File: config.mk
export PLATFORM = sky130hd
export DESIGN_NAME = prb_access_bridge
export DESIGN_NICKNAME = d
export VERILOG_FILES = /design/src/rtl/prb_pkg.sv /design/src/rtl/prb_win_decode.sv /design/src/rtl/prb_lane_align.sv /design/src/rtl/prb_probe_regs.sv /design/src/rtl/prb_access_bridge.sv
export SDC_FILE = /design/constraint.sdc
export NUM_CORES = 1
export LEC_CHECK = 0
export CAP_MARGIN = 20
export CORE_ASPECT_RATIO = 0.7
export CORE_MARGIN = 2
export CORE_UTILIZATION = 46
export CTS_CLUSTER_SIZE = 12
export DETAILED_ROUTE_END_ITERATION = 8
export PLACE_DENSITY = 0.88
export SYNTH_ARGS = -nofsm -noshare
export SYNTH_HDL_FRONTEND = slang
export SYNTH_HIERARCHICAL = 1
export SYNTH_SLANG_ARGS = --single-unit
File: constraint.sdc
create_clock -name clk -period 3.4 [get_ports clk]
set_clock_uncertainty 0.05 [all_clocks]
set_input_delay 0.68 -clock clk [delete_from_list [all_inputs] [get_ports clk]]
set_output_delay 0.68 -clock clk [all_outputs]
set_load 0.01 [all_outputs]
File: src/rtl/prb_pkg.sv
`timescale 1ns/1ps
package prb_pkg;
  localparam int SZW = 2;

  // control word bit positions (probe-visible encoding)
  localparam int CTL_PEND  = 0;
  localparam int CTL_WR    = 1;
  localparam int CTL_FETCH = 2;
  localparam int CTL_SZ    = 3;

  typedef enum logic [1:0] {
    SEL_CTRL = 2'd0,
    SEL_ADDR = 2'd1,
    SEL_DATA = 2'd2,
    SEL_NONE = 2'd3
  } reg_sel_e;

  typedef enum logic [1:0] {
    ST_IDLE = 2'd0,
    ST_WAIT = 2'd1,
    ST_DONE = 2'd2
  } bst_e;

  typedef struct packed {
    logic           wr;
    logic           fetch;
    logic [SZW-1:0] size;
  } acc_attr_t;
endpackage

File: src/rtl/prb_win_decode.sv
`timescale 1ns/1ps
module prb_win_decode #(
  parameter int AW = 32,
  parameter int WIN_BITS = 8,
  parameter logic [WIN_BITS-1:0] WIN_TAG = '1
) (
  input  logic [AW-1:0] addr,
  output logic          hit,
  output logic [AW-1:0] phys
);
  localparam int OFFW = AW - WIN_BITS;

  assign hit  = (addr[AW-1 -: WIN_BITS] == WIN_TAG);
  assign phys = {{WIN_BITS{1'b0}}, addr[OFFW-1:0]};
endmodule

File: src/rtl/prb_lane_align.sv
`timescale 1ns/1ps
module prb_lane_align
  import prb_pkg::*;
#(
  parameter int DW = 32
) (
  input  logic [$clog2(DW/8)-1:0] lane_off,
  input  logic [SZW-1:0]          size,
  input  logic [DW-1:0]           core_wdata,
  input  logic [DW-1:0]           probe_rdata,
  output logic [DW-1:0]           wdata_rj,
  output logic [DW-1:0]           rdata_lane
);
  localparam int LANES = DW / 8;
  localparam int LB    = $clog2(LANES);

  logic [DW-1:0]   keep;
  logic [LB+2:0]   shamt;

  // a right-justified lane survives when its index is below 2**size
  generate
    for (genvar i = 0; i < LANES; i++) begin : g_lane
      assign keep[8*i +: 8] = {8{(32'(i) >> size) == 32'd0}};
    end
  endgenerate

  assign shamt      = {lane_off, 3'b000};
  assign wdata_rj   = (core_wdata >> shamt) & keep;
  assign rdata_lane = (probe_rdata & keep) << shamt;
endmodule

File: src/rtl/prb_probe_regs.sv
`timescale 1ns/1ps
module prb_probe_regs
  import prb_pkg::*;
#(
  parameter int DW = 32,
  parameter int AW = 32
) (
  input  logic          clk,
  input  logic          rst_n,
  input  logic          post,
  input  logic [AW-1:0] post_phys,
  input  acc_attr_t     post_attr,
  input  logic [DW-1:0] post_data,
  input  logic [1:0]    tp_sel,
  input  logic          tp_wr,
  input  logic [DW-1:0] tp_wdata,
  output logic [DW-1:0] tp_rdata,
  output logic          pend,
  output logic          done,
  output logic [DW-1:0] data_word
);
  logic          pend_q;
  acc_attr_t     attr_q;
  logic [AW-1:0] addr_q;
  logic [DW-1:0] data_q;
  logic [DW-1:0] ctrl_word;
  reg_sel_e      sel;
  logic          ctl_wr;
  logic          dat_wr;

  assign sel    = reg_sel_e'(tp_sel);
  assign ctl_wr = tp_wr && (sel == SEL_CTRL);
  assign dat_wr = tp_wr && (sel == SEL_DATA);
  assign done   = pend_q && ctl_wr && !tp_wdata[CTL_PEND];

  always_ff @(posedge clk or negedge rst_n) begin
    if (!rst_n) begin
      pend_q <= 1'b0;
      attr_q <= '0;
      addr_q <= '0;
      data_q <= '0;
    end else if (post) begin
      pend_q <= 1'b1;
      attr_q <= post_attr;
      addr_q <= post_phys;
      data_q <= post_attr.wr ? post_data : '0;
    end else begin
      if (done)   pend_q <= 1'b0;
      if (dat_wr) data_q <= tp_wdata;
    end
  end

  always_comb begin
    ctrl_word                 = '0;
    ctrl_word[CTL_PEND]       = pend_q;
    ctrl_word[CTL_WR]         = attr_q.wr;
    ctrl_word[CTL_FETCH]      = attr_q.fetch;
    ctrl_word[CTL_SZ +: SZW]  = attr_q.size;
  end

  always_comb begin
    case (sel)
      SEL_CTRL: tp_rdata = ctrl_word;
      SEL_ADDR: tp_rdata = DW'(addr_q);
      SEL_DATA: tp_rdata = data_q;
      default:  tp_rdata = '0;
    endcase
  end

  assign pend      = pend_q;
  assign data_word = data_q;
endmodule

File: src/rtl/prb_access_bridge.sv
`timescale 1ns/1ps
module prb_access_bridge
  import prb_pkg::*;
#(
  parameter int DW = 32,
  parameter int AW = 32,
  parameter int WIN_BITS = 8,
  parameter logic [WIN_BITS-1:0] WIN_TAG = '1
) (
  input  logic          clk,
  input  logic          rst_n,
  input  logic          core_req_valid,
  output logic          core_req_ready,
  input  logic          core_req_debug,
  input  logic          core_req_fetch,
  input  logic          core_req_write,
  input  logic [1:0]    core_req_size,
  input  logic [AW-1:0] core_req_addr,
  input  logic [DW-1:0] core_req_wdata,
  output logic [DW-1:0] core_rsp_rdata,
  output logic          core_rsp_err,
  output logic          mem_req_valid,
  input  logic          mem_req_ready,
  output logic          mem_req_write,
  output logic [1:0]    mem_req_size,
  output logic [AW-1:0] mem_req_addr,
  output logic [DW-1:0] mem_req_wdata,
  input  logic [DW-1:0] mem_rsp_rdata,
  input  logic [1:0]    tp_sel,
  input  logic          tp_wr,
  input  logic [DW-1:0] tp_wdata,
  output logic [DW-1:0] tp_rdata
);
  localparam int LB = $clog2(DW / 8);

  bst_e           st_q, st_d;
  logic           hit;
  logic [AW-1:0]  phys;
  logic           idle;
  logic           post;
  logic           bad;
  logic           done;
  logic           pend;
  acc_attr_t      attr;
  logic [LB-1:0]  lane_q;
  logic [SZW-1:0] size_q;
  logic           rd_q;
  logic [LB-1:0]  lane_sel;
  logic [SZW-1:0] size_sel;
  logic [DW-1:0]  wdata_rj;
  logic [DW-1:0]  rdata_lane;
  logic [DW-1:0]  data_word;

  prb_win_decode #(.AW(AW), .WIN_BITS(WIN_BITS), .WIN_TAG(WIN_TAG)) u_dec (
    .addr (core_req_addr),
    .hit  (hit),
    .phys (phys)
  );

  assign idle       = (st_q == ST_IDLE);
  assign post       = idle && core_req_valid && hit && core_req_debug;
  assign bad        = idle && core_req_valid && hit && !core_req_debug;
  assign attr.wr    = core_req_write && !core_req_fetch;
  assign attr.fetch = core_req_fetch;
  assign attr.size  = core_req_size;

  assign lane_sel = idle ? core_req_addr[LB-1:0] : lane_q;
  assign size_sel = idle ? core_req_size : size_q;

  prb_lane_align #(.DW(DW)) u_align (
    .lane_off    (lane_sel),
    .size        (size_sel),
    .core_wdata  (core_req_wdata),
    .probe_rdata (data_word),
    .wdata_rj    (wdata_rj),
    .rdata_lane  (rdata_lane)
  );

  prb_probe_regs #(.DW(DW), .AW(AW)) u_regs (
    .clk       (clk),
    .rst_n     (rst_n),
    .post      (post),
    .post_phys (phys),
    .post_attr (attr),
    .post_data (wdata_rj),
    .tp_sel    (tp_sel),
    .tp_wr     (tp_wr),
    .tp_wdata  (tp_wdata),
    .tp_rdata  (tp_rdata),
    .pend      (pend),
    .done      (done),
    .data_word (data_word)
  );

  always_comb begin
    st_d = st_q;
    case (st_q)
      ST_IDLE: if (post) st_d = ST_WAIT;
      ST_WAIT: if (done) st_d = ST_DONE;
      default: st_d = ST_IDLE;
    endcase
  end

  always_ff @(posedge clk or negedge rst_n) begin
    if (!rst_n) begin
      st_q   <= ST_IDLE;
      lane_q <= '0;
      size_q <= '0;
      rd_q   <= 1'b0;
    end else begin
      st_q <= st_d;
      if (post) begin
        lane_q <= core_req_addr[LB-1:0];
        size_q <= core_req_size;
        rd_q   <= !attr.wr;
      end
    end
  end

  // system memory pass-through
  assign mem_req_valid = idle && core_req_valid && !hit;
  assign mem_req_write = core_req_write && !core_req_fetch;
  assign mem_req_size  = core_req_size;
  assign mem_req_addr  = core_req_addr;
  assign mem_req_wdata = core_req_wdata;

  // completion and response
  assign core_req_ready = (st_q == ST_DONE) || bad || (mem_req_valid && mem_req_ready);
  assign core_rsp_err   = bad;
  assign core_rsp_rdata = (st_q == ST_DONE) ? (rd_q ? rdata_lane : '0) : mem_rsp_rdata;
endmodule

==> metrics.md <==
| Metric | Value |
|---|---|
| Die width | roughly 140 µm |
| Synth Area per Inst | 9.17 µm² |
| Required @ worst endpoint | approximately 2.7 ns |
| Pwr/cell area | between 300 and 400 nW/µm² |
| Wire length per cell | 20.8 µm |
| Top cell type's share of synthesized area | 31.6% |
| Count of cell types in the netlist | 42 |
| Clock Latency Late Sink | 0.34 ns |
| Worst hold path type | input pin to asynchronous set/reset pin |
| Io pins | 274 |
| Initial Util | 47.8% |
| Max Slew Vio Count | 0 |
| Period minus WS final | 3.35 ns |
| Crit path max fanout | 6 |
| Post-synthesis cell count | 656 |
| Status | completed |
| Synthesized area | 6020 µm² |
| Hold bufs inserted after CTS | 0 |
| Final wirelength | 20900 µm |
| Final Hold Viols | 0 |
| # DRC | 0 |
| Arr. time, crit path | 2.62 ns |
| Peak VDD IR | 0.274 mV |
| Number of diodes | 0 |
| CTS tree | built |
| CTS HTree Levels | 3 |
| Critical Path Start Type | input pin |
| # clock sinks | 76 |
| Nets | ~1000 |
| Yosys Warn Count | 6 |
| Cell taking the most area after synthesis | dfrtp_1 |
| Final setup margin | between 0.05 and 0.06 ns |
| Placed cell count | 987 |
| Drt via density | roughly 5.5 |
| Seq/Total Area, Yosys | a little under a third |
| Share of post-route cells with drive strength above 1 | between 10% and 20% |
| Critical path class | input pin to primary output |
| Layout area overhead | 44.0% |
| MaxCap Viol Count | 0 |
| RD Place Congestion | approximately 0.91 |
| Number of DRC markers in iteration 0 | 457 |
| Final antenna-violating net count | 0 |
| Die H | 99.7 µm |
| Max Freq | 0.299 GHz |
| Die area | between 10000 and 15000 µm² |
| Root buffer cell | clkbuf_16 |
| Core ar. | between 10000 and 15000 µm² |
| DP Wirelength | 16200 µm |
| Leak pwr | around 0.0039 µW |
| First-pass iteration count of the detailed router | 5 |
| Number of vias in the routed layout | 5582 |
| Aggregate global routing overflow | 0 |
| Setup violations, final | 0 |
| Post-Place Worst Slack | -0.354 ns |
| IO Port Bufs | 273 |
| Largest net degree at the start of global routing | 77 |
| Largest cells by area after synthesis | dfrtp_1 32%, mux2_2 14%, buf_4 13% |
| Num rows | 34 |
| RSZ-0062 raised after global routing | yes |
| Vias in the first global route | between 5000 and 6000 |
| Worst-margin pin slew | 1.05 ns |
| GRT Overall Usage | 29.2% |
| First-pass GRT wire length | 31300 µm |
| Clock Path Buffers | 2 |
| CP endpoint kind | primary output |
| Antenna violations before repair | 0 |
| Part of the cycle the worst path needs | 98.4% |
| #FFs+latches synth | 76 |
| Slew margin rel. | between 20% and 30% |
| Clock transition at path regs | 0.06 ns |
| Post-route insts no fill | 1006 |
| CTS Buf Count | 9 |
## repair_timing
item / CTS / global route
resized for setup: 48 / 23
setup endpoints to repair: 32 / 17
pin swaps: 2 / 5
buffers inserted: 1 / 2
gates cloned: 0 / 0
## routing by layer
layer  vias up  part of all wire (%)  wire, µm  global-route usage, %
li1       2585                     -         -                      -
met1      2662                    41      8490                   36.6
met2       305                    49     10300                   51.1
met4         0                   1.8       383                   7.92
met5         -                     0         0                      0
met3        30                   8.3      1730                   6.50
## logic make-up (layout without fill, tap and decap cells)
group | count (synthesis) | after routing | share of synthesized area, %
buf+inv | 157 | 338 | 17.7
mux | 105 | 105 | 19.1
other cells | 1 | 8 | 0.0623
compound gates | 158 | 158 | 18.8
flops | 76 | 76 | 31.6
simple gates | 159 | 159 | 12.8
## critical path: stages
cell and delay, ns:
clkdlybuf4s50_1 0.51, mux2_4 0.22, buf_4 0.12, clkinv_1 0.14
buf_4 0.20, o22ai_1 0.19, nand2_1 0.11, o21ai_1 0.17
dlygate4sd2_1 0.28
## flip-flops by register name, summed over array words and instances, names as in the netlist
| register | count |
|---|---|
| u_regs/pend | 1 |
| u_regs/attr_q | 4 |
| lane_q | 2 |
| u_regs/data_word | 32 |
| st_q | 2 |
| rd_q | 1 |
| size_q | 2 |
| u_regs/addr_q | 32 |
## synthesized netlist by cell type (all sizes together)
| cell type | instances |
|---|---|
| o22a | 1 |
| and2 | 10 |
| o21ai | 41 |
| dfrtp | 76 |
| mux2 | 75 |
| inv | 6 |
| mux2i | 30 |
| nor2 | 23 |
| a22o | 58 |
| nand2b | 1 |
| clkinv | 1 |
| nand3 | 1 |
| a211oi | 8 |
| o2bb2ai | 8 |
| nor3b | 1 |
| a21o | 1 |
| nor4 | 1 |
| a22oi | 16 |
| nand4 | 3 |
| conb | 1 |
| and3 | 9 |
| a21oi | 16 |
| buf | 137 |
| nand2 | 80 |
| clkbuf | 13 |
| o22ai | 8 |
| or2 | 7 |
| a2bb2oi | 1 |
| nor2b | 23 |
## worst paths after layout
path	from	endpoint	slack (ns)	depth (start not counted)
max	core_req_addr[1]	core_rsp_rdata[30]	0.05	9
min	rst_n	u_regs/addr_q[23]$_DFFE_PN0P_	0.45	1
max reg2reg	st_q[0]$_DFFE_PN0P_	u_regs/data_word[29]$_DFFE_PN0P_	0.72	8
min reg2reg	lane_q[0]$_DFFE_PN0P_	lane_q[0]$_DFFE_PN0P_	0.46	1
max in group asynchronous	rst_n	u_regs/data_word[5]$_DFFE_PN0P_	2.21	1
min in group clk	lane_q[0]$_DFFE_PN0P_	lane_q[0]$_DFFE_PN0P_	0.46	1
## through the flow
stage	total power, µW	utilization (%)	cell area [µm²]	TNS [ns]	hold WS [ns]
after global placement	2370	66.0	8310	-6.91	0.411
final	3430	68.8	8670	0	0.447
after detailed placement	2390	66.0	8310	-7.46	0.436
after CTS	3410	68.6	8640	-0.117	0.450
after global routing	3570	68.8	8670	-0.0153	0.468
after floorplan	1810	-	6040	0	0.334
## cells in the final DEF, fill, tap and decap left out, types with 6 or more instances in the layout
cell type        synthesis  layout
nor2_1                  21      21
o21ai_1                  0      14
o2bb2ai_1                8       8
conb_1                   1       8
buf_12                   0       6
o21ai_0                 41      27
clkbuf_16                0       9
a211oi_1                 8       8
dfrtp_1                 76      76
a22oi_2                  0       7
buf_4                  105      36
nand2_1                 79      79
o22ai_1                  8       8
nor2b_1                 22      20
a21oi_1                 15      15
and3_1                   8       8
dlygate4sd2_1            0      26
mux2_2                  73      70
a22oi_1                 16       9
inv_1                    6       6
and2_1                  10       9
clkdlybuf4s50_1          0     239
a22o_1                  58      58
mux2i_1                 30      30
## where the power goes
part	total [µW]	switching [µW]	internal (µW)
clock	996	401	595
sequential	1150	152	994
combinational	1290	595	694
total	3430	1150	2280
## area by class of cell
| class | instances | area (µm²) |
|---|---|---|
| Fill cell | 1001 | 3930 |
| Tap cell | 162 | 203 |
| Clock inverter | 6 | 71.3 |
| Inverter | 7 | 26.3 |
| Timing Repair Buffer | 315 | 3080 |
| Clock buffer | 10 | 239 |
| Multi-Input combinational cell | 430 | 3140 |
| Sequential cell | 76 | 1900 |
Power figures use the tool's default switching activity.
